## src/rtl/clkdiv_seq_pkg.sv

```systemverilog
`timescale 1ns/1ps
package clkdiv_seq_pkg;

    localparam int CNT_W     = 7;
    localparam int CNT_LSB   = 8;
    localparam int SREF_BIT  = 16;
    localparam int CTL_W     = SREF_BIT + 1;
    localparam int IDX_W     = 3;
    localparam int MAX_IDX   = 4;
    localparam int RATIO_W   = 4;

    typedef enum logic [1:0] {
        LEG_INTO_ONE,
        LEG_OUT_OF_ONE,
        LEG_SLOWER,
        LEG_FASTER
    } leg_kind_t;

    typedef enum logic [2:0] {
        ST_IDLE,
        ST_SREF_OFF,
        ST_DIV_WR,
        ST_LOCK,
        ST_CNT_WR,
        ST_DRAIN,
        ST_SREF_ON,
        ST_NEXT
    } seq_state_t;

    function automatic logic [2:0] div_code_of(input logic [IDX_W-1:0] idx);
        case (idx)
            3'd0:    return 3'b000;
            3'd1:    return 3'b001;
            3'd2:    return 3'b011;
            3'd3:    return 3'b010;
            default: return 3'b100;
        endcase
    endfunction

    function automatic logic [RATIO_W-1:0] ratio_of(input logic [IDX_W-1:0] idx);
        case (idx)
            3'd0:    return 4'd1;
            3'd1:    return 4'd2;
            3'd2:    return 4'd4;
            3'd3:    return 4'd6;
            default: return 4'd8;
        endcase
    endfunction

    function automatic logic [CNT_W-1:0] scaled_count(input logic [CNT_W-1:0] base,
                                                      input logic [IDX_W-1:0] idx);
        case (idx)
            3'd0:    return base;
            3'd1:    return base >> 1;
            3'd2:    return base >> 2;
            3'd3:    return base / 7'd6;
            default: return base >> 3;
        endcase
    endfunction

endpackage

```

## src/rtl/clkdiv_leg_plan.sv

```systemverilog
`timescale 1ns/1ps
module clkdiv_leg_plan
    import clkdiv_seq_pkg::*;
(
    input  logic [IDX_W-1:0] src_idx,
    input  logic [IDX_W-1:0] dst_idx,
    output leg_kind_t        kind,
    output logic [IDX_W-1:0] hop_idx
);
    always_comb begin
        hop_idx = dst_idx;
        kind    = LEG_FASTER;
        if (src_idx == 3'd0 && dst_idx >= 3'd2) begin
            hop_idx = 3'd1;
            kind    = LEG_OUT_OF_ONE;
        end else if (src_idx >= 3'd2 && dst_idx == 3'd0) begin
            hop_idx = 3'd1;
            kind    = LEG_FASTER;
        end else if (src_idx == 3'd1 && dst_idx == 3'd0) begin
            kind    = LEG_INTO_ONE;
        end else if (src_idx == 3'd0 && dst_idx == 3'd1) begin
            kind    = LEG_OUT_OF_ONE;
        end else if (src_idx < dst_idx) begin
            kind    = LEG_SLOWER;
        end
    end
endmodule

```

## src/rtl/clkdiv_wait_timer.sv

```systemverilog
`timescale 1ns/1ps
module clkdiv_wait_timer #(
    parameter int W = 8
) (
    input  logic         clk,
    input  logic         rst_n,
    input  logic         load,
    input  logic [W-1:0] load_val,
    output logic         expired
);
    logic [W-1:0] cnt_q;

    always_ff @(posedge clk) begin
        if (!rst_n)             cnt_q <= '0;
        else if (load)          cnt_q <= load_val;
        else if (cnt_q != '0)   cnt_q <= cnt_q - 1'b1;
    end

    assign expired = (cnt_q == '0);
endmodule

```

## src/rtl/clkdiv_seq.sv

```systemverilog
`timescale 1ns/1ps
module clkdiv_seq
    import clkdiv_seq_pkg::*;
#(
    parameter int PLL_LOCK_CYC = 16,
    parameter int CLKS_PER_CNT = 64
) (
    input  logic               clk,
    input  logic               rst_n,
    input  logic               start,
    input  logic [IDX_W-1:0]   req_idx,
    input  logic [CNT_W-1:0]   base_cnt,
    output logic [2:0]         div_code,
    output logic [CTL_W-1:0]   mem_ctl,
    output logic               busy,
    output logic               req_err,
    output logic [RATIO_W-1:0] cur_ratio
);
    localparam int DRAIN_MAX = CLKS_PER_CNT * 2 * ((1 << CNT_W) - 1) * 8;
    localparam int TMR_MAX   = (DRAIN_MAX > PLL_LOCK_CYC) ? DRAIN_MAX : PLL_LOCK_CYC;
    localparam int TMR_W     = $clog2(TMR_MAX + 1);

    seq_state_t       state_q, state_d;
    leg_kind_t        kind_q, plan_kind;
    logic [IDX_W-1:0] cur_idx_q, src_idx_q, hop_idx_q, dst_idx_q;
    logic [IDX_W-1:0] plan_dst, plan_hop;
    logic [2:0]       div_q;
    logic [CNT_W-1:0] cnt_q, new_cnt;
    logic             sref_q, err_q;
    logic             accept, bad_req, leg_go;
    logic             tmr_load, tmr_expired;
    logic [TMR_W-1:0] tmr_val, drain_len;

    assign plan_dst = (state_q == ST_IDLE) ? req_idx : dst_idx_q;

    clkdiv_leg_plan u_plan (
        .src_idx (cur_idx_q),
        .dst_idx (plan_dst),
        .kind    (plan_kind),
        .hop_idx (plan_hop)
    );

    assign accept  = (state_q == ST_IDLE) && start &&
                     (req_idx <= IDX_W'(MAX_IDX)) && (req_idx != cur_idx_q);
    assign bad_req = (state_q == ST_IDLE) && start && (req_idx > IDX_W'(MAX_IDX));
    assign leg_go  = accept || ((state_q == ST_NEXT) && (cur_idx_q != dst_idx_q));

    assign new_cnt   = scaled_count(base_cnt, hop_idx_q);
    assign drain_len = TMR_W'(CLKS_PER_CNT) *
                       (TMR_W'(cnt_q) + TMR_W'(new_cnt)) *
                       TMR_W'(ratio_of(src_idx_q));

    assign tmr_load = (state_q == ST_DIV_WR) ||
                      ((state_q == ST_CNT_WR) && (state_d == ST_DRAIN));
    assign tmr_val  = (state_q == ST_DIV_WR) ? TMR_W'(PLL_LOCK_CYC) : drain_len;

    clkdiv_wait_timer #(.W(TMR_W)) u_timer (
        .clk      (clk),
        .rst_n    (rst_n),
        .load     (tmr_load),
        .load_val (tmr_val),
        .expired  (tmr_expired)
    );

    function automatic seq_state_t leg_entry(input leg_kind_t k);
        case (k)
            LEG_INTO_ONE: return ST_SREF_OFF;
            LEG_FASTER:   return ST_DIV_WR;
            default:      return ST_CNT_WR;
        endcase
    endfunction

    // Next-state selection
    always_comb begin
        state_d = state_q;
        unique case (state_q)
            ST_IDLE:     if (accept) state_d = leg_entry(plan_kind);
            ST_SREF_OFF: state_d = ST_DIV_WR;
            ST_DIV_WR:   state_d = ST_LOCK;
            ST_LOCK: begin
                if (tmr_expired) begin
                    case (kind_q)
                        LEG_INTO_ONE, LEG_FASTER: state_d = ST_CNT_WR;
                        LEG_OUT_OF_ONE:           state_d = ST_SREF_ON;
                        default:                  state_d = ST_NEXT;
                    endcase
                end
            end
            ST_CNT_WR: begin
                case (kind_q)
                    LEG_OUT_OF_ONE: state_d = sref_q ? ST_DIV_WR : ST_DRAIN;
                    LEG_FASTER:     state_d = sref_q ? ST_NEXT   : ST_DRAIN;
                    LEG_SLOWER:     state_d = ST_DIV_WR;
                    default:        state_d = ST_NEXT;
                endcase
            end
            ST_DRAIN: begin
                if (tmr_expired)
                    state_d = (kind_q == LEG_OUT_OF_ONE) ? ST_DIV_WR : ST_NEXT;
            end
            ST_SREF_ON:  state_d = ST_NEXT;
            ST_NEXT:     state_d = leg_go ? leg_entry(plan_kind) : ST_IDLE;
            default:     state_d = ST_IDLE;
        endcase
    end

    // State register
    always_ff @(posedge clk) begin
        if (!rst_n) state_q <= ST_IDLE;
        else        state_q <= state_d;
    end

    // Output and leg registers
    always_ff @(posedge clk) begin
        if (!rst_n) begin
            div_q     <= 3'b000;
            cnt_q     <= base_cnt;
            sref_q    <= 1'b0;
            err_q     <= 1'b0;
            cur_idx_q <= '0;
            src_idx_q <= '0;
            hop_idx_q <= '0;
            dst_idx_q <= '0;
            kind_q    <= LEG_SLOWER;
        end else begin
            err_q <= bad_req;
            if (accept) dst_idx_q <= req_idx;
            if (leg_go) begin
                src_idx_q <= cur_idx_q;
                hop_idx_q <= plan_hop;
                kind_q    <= plan_kind;
            end
            case (state_q)
                ST_SREF_OFF: sref_q <= 1'b0;
                ST_DIV_WR: begin
                    div_q     <= div_code_of(hop_idx_q);
                    cur_idx_q <= hop_idx_q;
                end
                ST_CNT_WR:   cnt_q  <= new_cnt;
                ST_SREF_ON:  sref_q <= 1'b1;
                default: ;
            endcase
        end
    end

    assign div_code  = div_q;
    assign mem_ctl   = {sref_q, 1'b0, cnt_q, {CNT_LSB{1'b0}}};
    assign busy      = (state_q != ST_IDLE);
    assign req_err   = err_q;
    assign cur_ratio = ratio_of(cur_idx_q);
endmodule

```

## config.mk

```make
export PLATFORM = sky130hd
export DESIGN_NAME = clkdiv_seq
export DESIGN_NICKNAME = d
export VERILOG_FILES = /design/src/rtl/clkdiv_seq_pkg.sv /design/src/rtl/clkdiv_leg_plan.sv /design/src/rtl/clkdiv_wait_timer.sv /design/src/rtl/clkdiv_seq.sv
export SDC_FILE = /design/constraint.sdc
export NUM_CORES = 1
export LEC_CHECK = 0
export BUFFER_PORTS_ARGS = -buffer_cell sky130_fd_sc_hd__buf_2
export CAP_MARGIN = 30
export CORE_UTILIZATION = 55
export CTS_BUF_LIST = sky130_fd_sc_hd__clkbuf_4 sky130_fd_sc_hd__clkbuf_8
export CTS_CLUSTER_SIZE = 20
export DETAILED_ROUTE_END_ITERATION = 7
export PLACE_DENSITY = 0.75
export SLEW_MARGIN = 0
export SYNTH_ARGS = -nofsm -noshare
export SYNTH_HDL_FRONTEND = slang
export SYNTH_HIERARCHICAL = 1
export SYNTH_SLANG_ARGS = --single-unit
```

## constraint.sdc

```tcl
create_clock -name clk -period 11.5 [get_ports clk]
set_clock_uncertainty 0.15 [all_clocks]
set_input_delay 0.575 -clock clk [delete_from_list [all_inputs] [get_ports clk]]
set_output_delay 0.575 -clock clk [all_outputs]
set_load 0.01 [all_outputs]
```

==> metrics.cfg <==
[logic_synthesis]
ys_seq_area_share_pct = 22.6
synth_edf_count = 7
synth_top_family_by_area = simple AND/OR/NAND/NOR gates
ys_types = 69
synth_compound_area_share_pct = 15.7
yosysTopAreaCell = dfxtp_1
synth.area.top_cells = dfxtp_1, ha_1, nand2_1
synthAdderAreaFrac_pct = 14.8
synth_top_area_share_pct = 17.8
synth-simple-area-share_pct = 25.6
netlist_instances = 568
syn_area_per_cell_um2 = 7.72
ys.flop_type = dfxtp_1
synth.cell_area_mm2 = 0.00438
ys_warn_count = 6
ys_seq_elements = 46
synthArstFlopShare_pct = 0
synthMuxAreaShare_pct = 5.59
synth-xor-area-share_pct = 7.39

[pwr]
power.density_mw_per_mm2 = 189
ir_drop_v = 0.000100
leakage_nw = 2.07

[setup_path]
slowest_stage = fa_1
crit_arrival_ps = 6230
worstPathRequired_ps = 11530
cpPeakStageDelay_ps = 520
path_max_fanout = 10
critical_path_class = in2reg
start_kind = input port
crit_path_end_kind = flip-flop

[cts]
cts_root_buffer = clkbuf_8
cts_tree = built
cts_resized = 0
cts_hold_buf = 0
clock_sink_count = 46
numCtsBuffers = 5
clk_latency_ps = 300
cts_max_level = 2
cts.clk_slew.worst_paths_ps = 90
clk_path_buf_depth = 2
cts_setup_buffers = 0

[timing]
max_freq_ghz = 0.161
worst_pin_slew_ps = 613
grt_setup_unrepaired = no
relSlewSlack_pct = 59.1
min_period_ps = 6190
setup_violations = 0
hold_violations = 0
tns_ps = 0
fin_crit_sh_pct = 53.9
slew_viol_final = 0

[placed_design]
place_area_mm2 = 0.00454
dp_hpwl_mm = 7.09
io_buffers = 29
gp_congestion = 0.959
dp_cells = 680

[finish]
n_antenna_cell = 0
multi_input_area_mm2 = 0.00308
final_area_mm2 = 0.00462
drive_gt1_share_pct = 10.8
instances_no_fill = 688
layout_commonest_cell = nand2_1
seqCellArea_um2 = 991
layout_common_cells = nand2_1, nor2_1, inv_1
syn2layout_area_growth_pct = 5.48
nFillCells = 704
fin_nets = 642

[drt]
drc = 0
wire_per_inst_um = 13.2
drt-pass1-iter-count = 4
final_antenna_net_count = 0
vias = 3778
routed_via_density = 5.49
drt_iter0_markers = 173
wl_mm = 9.08

[floorplanning]
start_util_pct = 56.7
die_h_um = 91.3
core_mm2 = 0.00773
die_w_um = 91.3
ioPinCount = 39
placement_rows = 32
die_area_mm2 = 0.00833

[global_routing]
grt-ovfl-total = 0
grt_usage_pct = 23.0
grt_first_pass_wirelength_mm = 16.0
grt_max_degree = 22
grt_pass1_vias = 3570
antenna_found_initial = 0

[run]
drv_cap = 0

[min_path]
hp-class = reg2reg

[status]
status = finished clean

==> metal layers <==
metal	GRT usage [%]	vias up	part of all wire, %
met2	41.9	53	50
met1	29.1	1777	47
met4	3.84	0	0.61
li1	-	1943	-
met5	0	-	0
met3	3.35	5	2.4
==> critical path: cells and delay by family <==
family                     cells  cell delay [ps]
and+or+nand+nor                6              530
xor gates and xnor gates       3              620
AOI/OAI and AO/OA             10             2050
adders and majority gates      5             2090
buffers and inverters          4              360
==> state kept, by name (all words and copies together), names as in the netlist <==
name	flops
state_q	3
dst_idx_q	3
sref_q	1
src_idx_q	3
req_err	1
kind_q	2
cur_idx_q	3
hop_idx_q	3
u_timer/cnt_q	17
cnt_q	7
div_code	3
==> final timing paths <==
kind	startpoint	to	slack, ps	cells past startpoint
max	base_cnt[5]	u_timer/cnt_q[16]$_SDFFE_PN0P_	5310	28
min	div_code[1]$_SDFFE_PN0P_	div_code[1]$_SDFFE_PN0P_	310	2
max reg2reg	hop_idx_q[1]$_SDFFE_PN0N_	u_timer/cnt_q[16]$_SDFFE_PN0P_	5510	25
min reg2reg	div_code[1]$_SDFFE_PN0P_	div_code[1]$_SDFFE_PN0P_	310	2
==> synthesized netlist by cell type, drive strengths merged (4+ instances only) <==
cell type / instances
a21oi: 27
a31oi: 5
and2: 11
buf: 18
clkbuf: 15
dfxtp: 39
edfxtp: 7
fa: 13
ha: 31
inv: 49
mux2: 9
mux2i: 14
nand2: 72
nand2b: 7
nand3: 12
nor2: 67
nor2b: 6
nor3: 21
nor4: 4
o21ai: 34
or2: 7
or3: 4
xnor2: 26
xor2: 11
==> logic make-up (layout without fill, tap and decap cells) <==
group	count (synthesis)	after routing
other	1	14
AO/OA/AOI/OAI	106	106
XOR/XNOR	37	37
AND/OR/NAND/NOR	228	228
multiplexers	23	23
adder cells (fa/ha/maj)	44	44
flip-flops	46	46
buffers and inverters	83	88
==> cell type report <==
| cell class | instances | share of cell area (%) |
|---|---|---|
| Timing Repair Buffer | 30 | 3.30 |
| Tap cell | 102 | 2.76 |
| Inverter | 50 | 4.06 |
| Multi-Input combinational cell | 452 | 66.6 |
| Clock inverter | 3 | 0.406 |
| Clock buffer | 5 | 1.49 |
| Sequential cell | 46 | 21.4 |
==> power breakdown <==
| part | internal, mW | leakage, nW | total [mW] | switching (mW) |
|---|---|---|---|---|
| registers | 0.202 | 0.387 | 0.246 | 0.0434 |
| logic | 0.224 | 1.63 | 0.525 | 0.301 |
| clock network | 0.0429 | 0.0483 | 0.102 | 0.0587 |
==> per-stage QoR <==
| stage | utilization [%] | hold slack [ps] | total power, mW | setup slack [ps] |
|---|---|---|---|---|
| finish | 59.8 | 308 | 0.873 | 5310 |
| global route | 59.8 | 346 | 0.957 | 4800 |
| CTS | 59.8 | 313 | 0.874 | 5330 |
| detailed placement | 58.7 | 298 | 0.767 | 5020 |
| global placement | 58.7 | 292 | 0.754 | 5220 |
| floorplan | - | 313 | 0.666 | 5670 |
Note: power is estimated with default switching activity, not from simulation.
